==> config.mk <==
export PLATFORM = sky130hd
export DESIGN_NAME = pio_rx_reader
export DESIGN_NICKNAME = d
export VERILOG_FILES = /design/src/rtl/pio_rx_pkg.sv /design/src/rtl/pio_rx_poll_timer.sv /design/src/rtl/pio_rx_hdr_store.sv /design/src/rtl/pio_rx_reader.sv
export SDC_FILE = /design/constraint.sdc
export NUM_CORES = 1
export LEC_CHECK = 0
export BUFFER_PORTS_ARGS = -buffer_cell sky130_fd_sc_hd__buf_2
export CORE_ASPECT_RATIO = 0.5
export CORE_MARGIN = 2
export CORE_UTILIZATION = 55
export DETAILED_ROUTE_END_ITERATION = 8
export PLACE_DENSITY_LB_ADDON = 0.08
export SETUP_SLACK_MARGIN = 0.15
export SLEW_MARGIN = 20
export SYNTH_ARGS = -nofsm -noshare
export SYNTH_HDL_FRONTEND = slang
export SYNTH_SLANG_ARGS = --single-unit
==> constraint.sdc <==
create_clock -name clk -period 2.9 [get_ports clk]
set_clock_uncertainty 0.2 [all_clocks]
set_input_delay 0.725 -clock clk [delete_from_list [all_inputs] [get_ports clk]]
set_output_delay 0.725 -clock clk [all_outputs]
set_load 0.03 [all_outputs]
==> src/rtl/pio_rx_pkg.sv <==
// Package: shared encodings of the receive frame reader.
// Assumes: one control and one data register behind a 16-bit port.
package pio_rx_pkg;

    typedef enum logic [2:0] {
        ERR_NONE     = 3'd0,
        ERR_TIMEOUT  = 3'd1,
        ERR_TOO_LONG = 3'd2,
        ERR_ZERO_LEN = 3'd3,
        ERR_INVALID  = 3'd4
    } rx_err_e;

    typedef enum logic [3:0] {
        S_IDLE, S_AVAIL, S_ACK, S_POLL, S_WAIT, S_LEN, S_HDR,
        S_PAY, S_PHI, S_ODD, S_DUMMY, S_ERRWR, S_DONE
    } rx_state_e;

    localparam logic REG_CTRL = 1'b0;
    localparam logic REG_DATA = 1'b1;

endpackage

==> src/rtl/pio_rx_poll_timer.sv <==
// Module: paces the ready polls and counts them.
// A load starts a wait of INTERVAL cycles that ends with one expire pulse;
// each expire counts a failed poll. restart clears the count.
// Assumes: load never comes while a wait is running.
module pio_rx_poll_timer #(
    parameter int INTERVAL = 20,
    parameter int LIMIT    = 10
) (
    input  logic clk,
    input  logic rst_n,
    input  logic restart,
    input  logic load,
    output logic expire,
    output logic last_try
);
    localparam int CW = $clog2(INTERVAL + 1);
    localparam int TW = $clog2(LIMIT + 1);

    logic [CW-1:0] cnt;
    logic [TW-1:0] tries;
    logic          running;

    assign expire   = running && (cnt == '0);
    assign last_try = (tries == TW'(LIMIT - 1));

    // Count down the wait and advance the poll count on expiry.
    always_ff @(posedge clk) begin
        if (!rst_n) begin
            cnt     <= '0;
            tries   <= '0;
            running <= 1'b0;
        end else begin
            if (restart) tries <= '0;
            if (load) begin
                running <= 1'b1;
                cnt     <= CW'(INTERVAL - 1);
            end else if (running) begin
                if (cnt == '0) begin
                    running <= 1'b0;
                    tries   <= tries + 1'b1;
                end else begin
                    cnt <= cnt - 1'b1;
                end
            end
        end
    end


    load_idle_chk: assert property (@(posedge clk) disable iff (!rst_n)
        load |-> !running);


    try_bound_chk: assert property (@(posedge clk) disable iff (!rst_n)
        tries < TW'(LIMIT));

endmodule

==> src/rtl/pio_rx_hdr_store.sv <==
// Module: the header buffer, one 16-bit register per word.
// clr zeroes every word. A write lands in word widx, low byte at the
// lower address. Words that are never written stay zero.
module pio_rx_hdr_store #(
    parameter int WORDS = 15,
    localparam int IW   = $clog2(WORDS)
) (
    input  logic                  clk,
    input  logic                  rst_n,
    input  logic                  clr,
    input  logic                  we,
    input  logic [IW-1:0]         widx,
    input  logic [15:0]           wdata,
    output logic [16*WORDS-1:0]   hdr
);
    for (genvar w = 0; w < WORDS; w++) begin : g_word
        logic [15:0] word_q;
        // Hold one header word: cleared at start, loaded when addressed.
        always_ff @(posedge clk) begin
            if (!rst_n || clr) word_q <= '0;
            else if (we && (widx == IW'(w))) word_q <= wdata;
        end
        assign hdr[16*w +: 16] = word_q;
    end

endmodule

==> src/rtl/pio_rx_reader.sv <==
// Module: top of the receive frame reader.
// The block checks availability, acknowledges, polls for ready with a
// timeout, reads the length and a header sized by the queue, and checks
// both. It then streams the payload as offset-tagged bytes; any error
// ends with a write of 2 to control.
// Assumes: the responder holds reg_rdata valid while reg_ack is high.
module pio_rx_reader
    import pio_rx_pkg::*;
#(
    parameter int          CYC_PER_US = 2,
    parameter int          POLL_US    = 10,
    parameter int          POLL_LIMIT = 10,
    parameter logic [15:0] MAX_LEN    = 16'h0700,
    parameter int          HDR_BYTES  = 30,
    parameter int          FLG_WORD   = 3,
    parameter int          INV_BIT    = 0,
    parameter int          T2_BIT     = 2,
    parameter int          DUMMY_N    = 15,
    parameter int          OFF_W      = 12
) (
    input  logic                   clk,
    input  logic                   rst_n,
    input  logic                   start,
    input  logic [1:0]             queue_sel,
    output logic                   reg_req,
    output logic                   reg_we,
    output logic                   reg_addr,
    output logic [15:0]            reg_wdata,
    input  logic                   reg_ack,
    input  logic [15:0]            reg_rdata,
    output logic                   out_valid,
    output logic [7:0]             out_byte,
    output logic [OFF_W-1:0]       out_offset,
    output logic [8*HDR_BYTES-1:0] hdr_buf,
    output logic                   done,
    output logic                   got_frame,
    output logic [2:0]             err_code
);
    localparam int INTERVAL  = CYC_PER_US * POLL_US;
    localparam int HDR_WORDS = HDR_BYTES / 2;
    localparam int IW        = $clog2(HDR_WORDS);
    localparam int STD_WORDS = (2 + 18) / 2;
    localparam int Q4_WORDS  = (2 + 14) / 2;
    localparam int DW        = $clog2(DUMMY_N + 1);
    localparam logic [OFF_W-1:0] BASE_STD = OFF_W'(12'h01E);
    localparam logic [OFF_W-1:0] BASE_T2  = OFF_W'(12'h020);

    rx_state_e        state;
    logic [1:0]       q;
    logic [15:0]      len;
    logic [IW-1:0]    hidx;
    logic [14:0]      wcnt;
    logic [DW-1:0]    dcnt;
    logic [OFF_W-1:0] pay_off;
    logic [OFF_W-1:0] base_off;
    logic [7:0]       hi_byte;

    logic xfer, is_q4, is_q1, flag_inv, flag_t2, expire, last_try;
    logic [IW-1:0]    last_idx;
    logic [OFF_W-1:0] hdr_base;

    assign xfer     = reg_req && reg_ack;
    assign is_q4    = (q == 2'd3);
    assign is_q1    = (q == 2'd0);
    assign last_idx = is_q4 ? IW'(Q4_WORDS - 1) : IW'(STD_WORDS - 1);
    assign flag_inv = hdr_buf[16*FLG_WORD + INV_BIT];
    assign flag_t2  = hdr_buf[16*FLG_WORD + T2_BIT];
    assign hdr_base = flag_t2 ? BASE_T2 : BASE_STD;
    assign done     = (state == S_DONE);

    // Drive the register request that the current state needs.
    always_comb begin
        reg_req   = 1'b0;
        reg_we    = 1'b0;
        reg_addr  = REG_CTRL;
        reg_wdata = 16'd0;
        case (state)
            S_AVAIL, S_POLL: reg_req = 1'b1;
            S_ACK: begin
                reg_req = 1'b1; reg_we = 1'b1; reg_wdata = 16'd1;
            end
            S_ERRWR: begin
                reg_req = 1'b1; reg_we = 1'b1; reg_wdata = 16'd2;
            end
            S_LEN, S_HDR, S_DUMMY, S_PAY, S_ODD: begin
                reg_req = 1'b1; reg_addr = REG_DATA;
            end
            default: ;
        endcase
    end

    pio_rx_poll_timer #(.INTERVAL(INTERVAL), .LIMIT(POLL_LIMIT)) i_timer (
        .clk      (clk),
        .rst_n    (rst_n),
        .restart  (xfer && (state == S_ACK)),
        .load     (xfer && (state == S_POLL) && !reg_rdata[1] && !last_try),
        .expire   (expire),
        .last_try (last_try)
    );

    pio_rx_hdr_store #(.WORDS(HDR_WORDS)) i_hdr (
        .clk   (clk),
        .rst_n (rst_n),
        .clr   ((state == S_IDLE) && start),
        .we    (xfer && ((state == S_LEN) || (state == S_HDR))),
        .widx  ((state == S_LEN) ? '0 : hidx),
        .wdata (reg_rdata),
        .hdr   (hdr_buf)
    );

    // Sequence the frame read, check it, and emit payload bytes.
    always_ff @(posedge clk) begin
        if (!rst_n) begin
            state      <= S_IDLE;
            q          <= '0;
            len        <= '0;
            hidx       <= '0;
            wcnt       <= '0;
            dcnt       <= '0;
            pay_off    <= '0;
            base_off   <= '0;
            hi_byte    <= '0;
            err_code   <= ERR_NONE;
            got_frame  <= 1'b0;
            out_valid  <= 1'b0;
            out_byte   <= '0;
            out_offset <= '0;
        end else begin
            out_valid <= 1'b0;
            case (state)
                S_IDLE: if (start) begin
                    q         <= queue_sel;
                    hidx      <= '0;
                    err_code  <= ERR_NONE;
                    got_frame <= 1'b0;
                    state     <= S_AVAIL;
                end
                S_AVAIL: if (xfer) state <= reg_rdata[0] ? S_ACK : S_DONE;
                S_ACK:   if (xfer) state <= S_POLL;
                S_POLL: if (xfer) begin
                    if (reg_rdata[1]) state <= S_LEN;
                    else if (last_try) begin
                        err_code <= ERR_TIMEOUT;
                        state    <= S_ERRWR;
                    end else state <= S_WAIT;
                end
                S_WAIT: if (expire) state <= S_POLL;
                S_LEN: if (xfer) begin
                    len  <= reg_rdata;
                    hidx <= IW'(1);
                    if (reg_rdata > MAX_LEN) begin
                        err_code <= ERR_TOO_LONG;
                        state    <= S_ERRWR;
                    end else if ((reg_rdata == 16'd0) && !is_q4) begin
                        err_code <= ERR_ZERO_LEN;
                        state    <= S_ERRWR;
                    end else state <= S_HDR;
                end
                S_HDR: if (xfer) begin
                    hidx <= hidx + 1'b1;
                    if (hidx == last_idx) begin
                        if (flag_inv) begin
                            err_code <= ERR_INVALID;
                            dcnt     <= '0;
                            state    <= is_q1 ? S_DUMMY : S_ERRWR;
                        end else if (is_q4) begin
                            got_frame <= 1'b1;
                            state     <= S_DONE;
                        end else begin
                            base_off <= hdr_base;
                            pay_off  <= hdr_base + OFF_W'(len[0]);
                            wcnt     <= '0;
                            state    <= (len[15:1] == 15'd0) ? S_ODD : S_PAY;
                        end
                    end
                end
                S_PAY: if (xfer) begin
                    out_valid  <= 1'b1;
                    out_byte   <= reg_rdata[7:0];
                    out_offset <= pay_off;
                    pay_off    <= pay_off + 1'b1;
                    hi_byte    <= reg_rdata[15:8];
                    state      <= S_PHI;
                end
                S_PHI: begin
                    out_valid  <= 1'b1;
                    out_byte   <= hi_byte;
                    out_offset <= pay_off;
                    pay_off    <= pay_off + 1'b1;
                    wcnt       <= wcnt + 1'b1;
                    if (wcnt == len[15:1] - 15'd1) begin
                        if (len[0]) state <= S_ODD;
                        else begin
                            got_frame <= 1'b1;
                            state     <= S_DONE;
                        end
                    end else state <= S_PAY;
                end
                S_ODD: if (xfer) begin
                    out_valid  <= 1'b1;
                    out_byte   <= reg_rdata[7:0];
                    out_offset <= base_off;
                    got_frame  <= 1'b1;
                    state      <= S_DONE;
                end
                S_DUMMY: if (xfer) begin
                    dcnt <= dcnt + 1'b1;
                    if (dcnt == DW'(DUMMY_N - 1)) state <= S_ERRWR;
                end
                S_ERRWR: if (xfer) state <= S_DONE;
                S_DONE:  state <= S_IDLE;
                default: state <= S_IDLE;
            endcase
        end
    end


    req_hold_chk: assert property (@(posedge clk) disable iff (!rst_n)
        reg_req && !reg_ack |=> reg_req && $stable({reg_we, reg_addr, reg_wdata}));


    err_write_chk: assert property (@(posedge clk) disable iff (!rst_n)
        done && (err_code != ERR_NONE) |->
            $past(xfer && reg_we && (reg_wdata == 16'd2)));


    pay_range_chk: assert property (@(posedge clk) disable iff (!rst_n)
        out_valid |-> (out_offset >= BASE_STD) && (out_offset < BASE_T2 + OFF_W'(MAX_LEN)));


    q4_no_payload_chk: assert property (@(posedge clk) disable iff (!rst_n)
        out_valid |-> !is_q4);


    hdr_pad_chk: assert property (@(posedge clk) disable iff (!rst_n)
        hdr_buf[16*HDR_WORDS-1:16*STD_WORDS] == '0);


    got_clean_chk: assert property (@(posedge clk) disable iff (!rst_n)
        done && got_frame |-> err_code == ERR_NONE);

endmodule

==> qor.yml, run 1 <==
yosys:
  yosys-top-cells-area: "dfxtp_1 (48%), nand2_1 (14%), a21oi_1 (9.5%)"
  ys_types: 75
  synthArstFlopShare_pct: 0
  synth_flop_cell: "dfxtp_1"
  netlist_area_sq_um: 14300
  syn_area_per_cell_sq_um: 7.79
  ys_ff_latch: 342
  synthTopCellsByCount: "nand2_1 (550), dfxtp_1 (342), a21oi_1 (271), clkbuf_1 (116), nand3_1 (82)"
  synth_edf_count: 0
  synth_warnings: 0
  yosysMostFrequentCell: "nand2_1"
  synth_top_area_share_pct: 47.8
  yosys.area.top_type: "dfxtp_1"
  yosysSeqAreaShare_pct: 47.8
  synthCells: 1839
global_route:
  grtUsageMet3_pct: 8.45
  use_met2_pct: 50.2
  grtUsageMet1_pct: 44.4
  busiest_layer: "met2"
  grt_pass1_vias: 12600
  antenna_found_initial: 2
  grt_pass1_wl_um: 71300
  overflow: 0
  grt_usage_pct: 32.6
  grt_max_degree: 125
sta:
  tns_ns: 0
  finalSetupViolCount: 0
  fin_ws_ns: 0.226
  fmax_mhz: 374
  min_period_ns: 2.67
  maxSlewViolCount: 0
  finalCritPeriodShare_pct: 92.2
  tightest_slew_ns: 0.649
  hold_viol: 0
  relSlewSlack_pct: 56.8
  rsz0062_at_grt: "yes"
hold_path:
  min_from: "queue_sel[0]"
  hp-class: "in -> reg"
finish:
  final_nets: 2138
  multi_input_area_sq_um: 6940
  register_area_sq_um: 6860
  nFillCells: 2187
  drive_above_1_share_pct: 23.0
  syn2layout_area_growth_pct: 22.2
  design_area_sq_um: 17500
power_and_ir_drop:
  p_leak_nw: 7.18
  powerDensity_nw_per_um2: 631
  peakVddDrop_mv: 0.468
  power_mw: 11.0
floorplan:
  num_rows: 41
  initial_core_util_pct: 56.4
  dieArea_sq_um: 27400
  die_w_um: 232
  fp.coreArea_sq_um: 25400
  io-pin-count: 307
  die_h_um: 118
outcome:
  status: "finished, final reports clean"
critical_path:
  critical_path_required_ns: 1.98
  start_kind: "register"
  setup.worst_path.class: "reg -> out"
  r2r_start: "len[8]"
  crit_buf_inv: 3
  critPathMaxFanout: 9
  critPathMostFrequentCell: "buf_4"
  cpPeakStageDelay_ns: 0.42
  path_delay_family: "buffers and inverters"
  slowest_stage: "dfxtp_2"
  crit_path_end_kind: "output pin"
  cp.arrival_ns: 1.75
  crit_chain: "buf_4 > nor2_2 > buf_4 > nand2_2 > o21ai_2 > buf_6"
  crit_path_start: "state[3]"
drt:
  dr_total_vias: 13900
  routed_via_density: 5.61
  firstDrtPassIters: 5
  drc: 0
  drtIter0Drc: 1253
  wl_um: 46800
  ant_nets: 0
  wl_per_cell_um: 18.9
clocking:
  cts.clk_slew.worst_paths_ns: 0.07
  htreeDepth: 1
  worstSkewPairLatency_ns: 0.59
  clock-root-buffer: "clkbuf_16"
  cts_tree: "built"
  cts_hold_buf: 0
  cts_made_buffers: 30
  clockBufferDepth: 3
  cts_sinks: 342
job:
  cap_violations: 0
placed_design:
  dpl_worst_slack_ns: 0.0367
  port_buffers: 292
  dp_hpwl_um: 30600
  routabilityCongestion: 1.01
  dpl_cell_area_sq_um: 16300
worst paths after layout:
| kind | to | slack, ns | depth (start not counted) |
|---|---|---|---|
| worst min-delay path | q[0] | 0.20 | 3 |
| worst max register to register | state[2] | 0.24 | 7 |
| worst min register to register | i_hdr.g_word[13].word_q[15] | 0.25 | 2 |
| worst max-delay path | reg_we | 0.23 | 6 |
metal layers:
metal  wire length, um  share of wire (%)  up-vias
met5                 0                  0        -
met4              1470                3.1        0
met3              4270                9.1      107
met2             21100                 45      549
met1             19900                 43     6558
li1                  -                  -     6675
cell usage in the layout, fill, tap and decap left out, types with 9 or more instances in the layout:
cell type,n
a21boi_0,35
a21oi_1,269
a31oi_1,10
and2_1,12
and3_1,10
buf_2,289
buf_4,85
clkbuf_16,30
conb_1,14
dfxtp_1,334
inv_1,15
mux2i_1,23
nand2_1,542
nand3_1,82
nand4_1,10
nor2_1,65
nor2b_1,23
nor3_1,13
nor4_1,9
o211a_1,13
o21ai_0,34
xnor2_1,21
xor2_1,14
cell type report:
cell class / count / area share [%]
Sequential cell: 342 / 39.2
Multi-Input combinational cell: 1337 / 39.6
Timing Repair Buffer: 380 / 12.4
Clock buffer: 38 / 4.69
Clock inverter: 17 / 1.29
Inverter: 16 / 0.343
Tap cell: 344 / 2.46
Antenna cell: 2 / 0.0286
worst reg2reg max path, stage by stage (launching register included):
cell and delay, ns:
dfxtp_2 0.36, or4_4 0.58, or3_4 0.38, or4_4 0.50, a21oi_1 0.15, o311ai_0 0.14, a22oi_1 0.16, o21ai_1 0.08
through the flow:
| stage | cells | hold WS [ns] | utilization, % |
|---|---|---|---|
| 6_report | 2476 | 0.198 | 68.9 |
| 4_1_cts | 2472 | 0.179 | 68.4 |
| 2_1_floorplan | 1852 | 0.219 | - |
| 5_1_grt | 2476 | 0.188 | 68.9 |
| 3_3_place_gp | 2417 | 0.235 | 64.2 |
| 3_5_place_dp | 2417 | 0.240 | 64.2 |
flip-flops by register name, summed over array words and instances, names as in the netlist, 3 cells and up:
register and cells:
state 4, len 16, wcnt 15, pay_off 12, hidx 4, hi_byte 8, i_timer.cnt 5, dcnt 4
err_code 3, out_offset 12, i_timer.tries 4, out_byte 8, i_hdr.g_word.word_q 240
logic make-up (layout without fill, tap and decap cells):
kind of cell,Yosys count,in the layout,synth area share [%]
AND/OR/NAND/NOR,838,838,25.7
AO/OA/AOI/OAI,416,416,16.7
flip-flops,342,342,47.8
buffers and inverters,173,451,5.10
XOR/XNOR,36,36,2.20
multiplexers,24,24,1.68
adder cells (fa/ha/maj),9,9,0.786
other,1,16,0.0262
report_power, final:
group | total [mW] | internal, mW | switching [mW]
registers | 4.91 | 4.79 | 0.120
clock network | 4.29 | 2.38 | 1.91
logic | 1.84 | 0.587 | 1.25
total | 11.0 | 7.76 | 3.28
repair_timing:
action	in CTS	in global routing
pin swaps	0	4
cloned	0	0
setup endpoints to repair	5	84
gates resized for setup	8	38
buffers inserted	0	2
Note: power is estimated with default switching activity, not from simulation.
==> run 2: changes to the inputs <==
--- a/config.mk
+++ b/config.mk
@@ -8,8 +8,9 @@
 export BUFFER_PORTS_ARGS = -buffer_cell sky130_fd_sc_hd__buf_2
 export CORE_ASPECT_RATIO = 0.5
 export CORE_MARGIN = 2
-export CORE_UTILIZATION = 55
+export CORE_UTILIZATION = 39
 export DETAILED_ROUTE_END_ITERATION = 8
+export MAX_ROUTING_LAYER = met4
 export PLACE_DENSITY_LB_ADDON = 0.08
 export SETUP_SLACK_MARGIN = 0.15
 export SLEW_MARGIN = 20
==> qor.yml, run 2 (synthesis gave the netlist of run 1 again) <==
critical_path:
  slowest_stage: "dfxtp_1"
  critPathMaxFanout: 7  # -2
  start_kind: "register"
  cp.arrival_ns: 1.81  # +0.06 ns
  crit_path_end_kind: "output pin"
  setup.worst_path.class: "reg -> out"
  cpPeakStageDelay_ns: 0.34  # -0.08 ns
  crit_chain: "buf_4 > nor2b_2 > buf_4 > nand2_1 > inv_1 > buf_4"
  critPathMostFrequentCell: "buf_4"
  critical_path_required_ns: 1.98  # about the same
clocking:
  clock-root-buffer: "clkbuf_16"
  clockBufferDepth: 3  # unchanged
  cts_made_buffers: 34  # +13%
  cts.clk_slew.worst_paths_ns: 0.06  # about the same
  cts_tree: "built"
  cts_sinks: 342  # unchanged
  worstSkewPairLatency_ns: 0.54  # -0.05 ns
  htreeDepth: 2  # +1
  cts_hold_buf: 0  # unchanged
sta:
  tns_ns: 0  # unchanged
  rsz0062_at_grt: "yes"
  fin_ws_ns: 0.169  # -0.0566 ns
  finalCritPeriodShare_pct: 94.2  # +2.0 points
  min_period_ns: 2.73  # +0.0566 ns
  maxSlewViolCount: 0  # unchanged
  hold_viol: 0  # unchanged
  fmax_mhz: 366  # -2.1%
  hold_slack_ns: 0.245  # +0.0470 ns
  finalSetupViolCount: 0  # unchanged
  relSlewSlack_pct: 56.2  # -0.60 points
  tightest_slew_ns: 0.658  # +0.00907 ns
global_route:
  overflow: 0  # unchanged
  grt_pass1_wl_um: 75800  # +6.3%
  grt_max_degree: 105  # -16%
  grt_usage_pct: 26.2  # -6.4 points
  grt_pass1_vias: 12400  # -1.6%
  antenna_found_initial: 0  # -2
finish:
  design_area_sq_um: 17800  # +1.8%
  antennaDiodeCount: 0  # -2
  final_common_cell: "nand2_1"
  top_register: "i_hdr.g_word.word_q"
  final_cell_mix: "nand2_1 (547), dfxtp_1 (338), buf_2 (290), a21oi_1 (267), buf_4 (88)"
  syn2layout_area_growth_pct: 24.3
  largest_reg_flops: 240  # unchanged
  drive_above_1_share_pct: 22.7  # -0.26 points
  final_nets: 2150  # +0.56%
  top_regs: "i_hdr.g_word.word_q x240, len x16, wcnt x15"
drt:
  drc: 0  # unchanged
  routed_via_density: 5.21  # -7.2%
  drtIter0Drc: 1138  # -9.2%
  firstDrtPassIters: 5  # unchanged
  ant_nets: 0  # unchanged
  wl_per_cell_um: 19.3  # +2.0%
  wl_um: 50600  # +8.1%
  dr_total_vias: 13700  # -1.6%
floorplan:
  dieArea_sq_um: 38400  # +40%
  io-pin-count: 307  # unchanged
  initial_core_util_pct: 39.8  # -17 points
  num_rows: 49  # +20%
  die_h_um: 140  # +18%
  fp.coreArea_sq_um: 36000  # +42%
  die_w_um: 275  # +18%
job:
  cap_violations: 0  # unchanged
placed_design:
  routabilityCongestion: 0.928  # -8.1%
  dpl_worst_slack_ns: 0.117  # +0.0804 ns
  port_buffers: 292  # unchanged
  dp_hpwl_um: 33700  # +10%
  dpl_cell_area_sq_um: 16600  # +1.9%
hold_path:
  hp-class: "reg -> reg"
power_and_ir_drop:
  powerDensity_nw_per_um2: 634  # +0.47%
  peakVddDrop_mv: 0.300  # -36%
  p_leak_nw: 7.26  # +1.1%
outcome:
  status: "finished, final reports clean"
[run 2: cell count changes in the layout (fill, tap and decap cells not counted), sizes merged]
| cell | change |
|---|---|
| buf | +9 |
| bufinv | -3 |
| clkbuf | +8 |
| clkinv | -5 |
| clkinvlp | -1 |
| diode | -2 |
| inv | +3 |
[run 2: worst paths after layout]
kind	depth (start not counted)	end	start	slack, ns
max reg2reg	9	state[3]	len[1]	0.22
max	6	reg_wdata[0]	state[0]	0.17
min reg2reg	2	i_hdr.g_word[1].word_q[5]	i_hdr.g_word[1].word_q[5]	0.25
min	2	i_hdr.g_word[1].word_q[5]	i_hdr.g_word[1].word_q[5]	0.25
[run 2: worst max-delay path, delay by kind of cell, from the launching register on]
kind          cells  cell delay, ns
buf+inv           4            0.67
flops             1            0.34
simple gates      2            0.28
[run 2: power breakdown]
group,internal (mW),switching [mW]
registers,4.79,0.0933
logic,0.616,1.32
clock network,2.49,1.98
[run 2: final cells by class]
class                      instances  area, sq um
sequential                       342         6850
clock buffer                      47          981
tap                              484          606
fill                            3677        18200
timing repair buffer             388         2290
inverter                          16         60.1
multi-input combinational       1337         6910
clock inverter                    11          111
[run 2: per-layer routing]
layer	GRT usage, %	share of wire, %	routed length (um)
met1	35.3	45	23000
met2	39.9	46	23400
met3	5.09	5.6	2820
met4	7.82	2.7	1370
met5	-	0	0
[run 2: per-stage QoR]
step / cells / utilization [%] / power, mW
2_1_floorplan: 1852 / - / 6.15
3_3_place_gp: 2566 / 46.1 / 6.84
3_5_place_dp: 2566 / 46.1 / 6.83
4_1_cts: 2624 / 49.2 / 11.3
5_1_grt: 2625 / 49.4 / 11.7
6_report: 2625 / 49.4 / 11.3
[run 2: what timing repair did]
item,4_1_cts,5_1_grt
buffers inserted,0,1
pin swaps,1,5
hold endpoints to repair,0,0
resized for setup,8,26
endpoints found under the setup margin,5,39
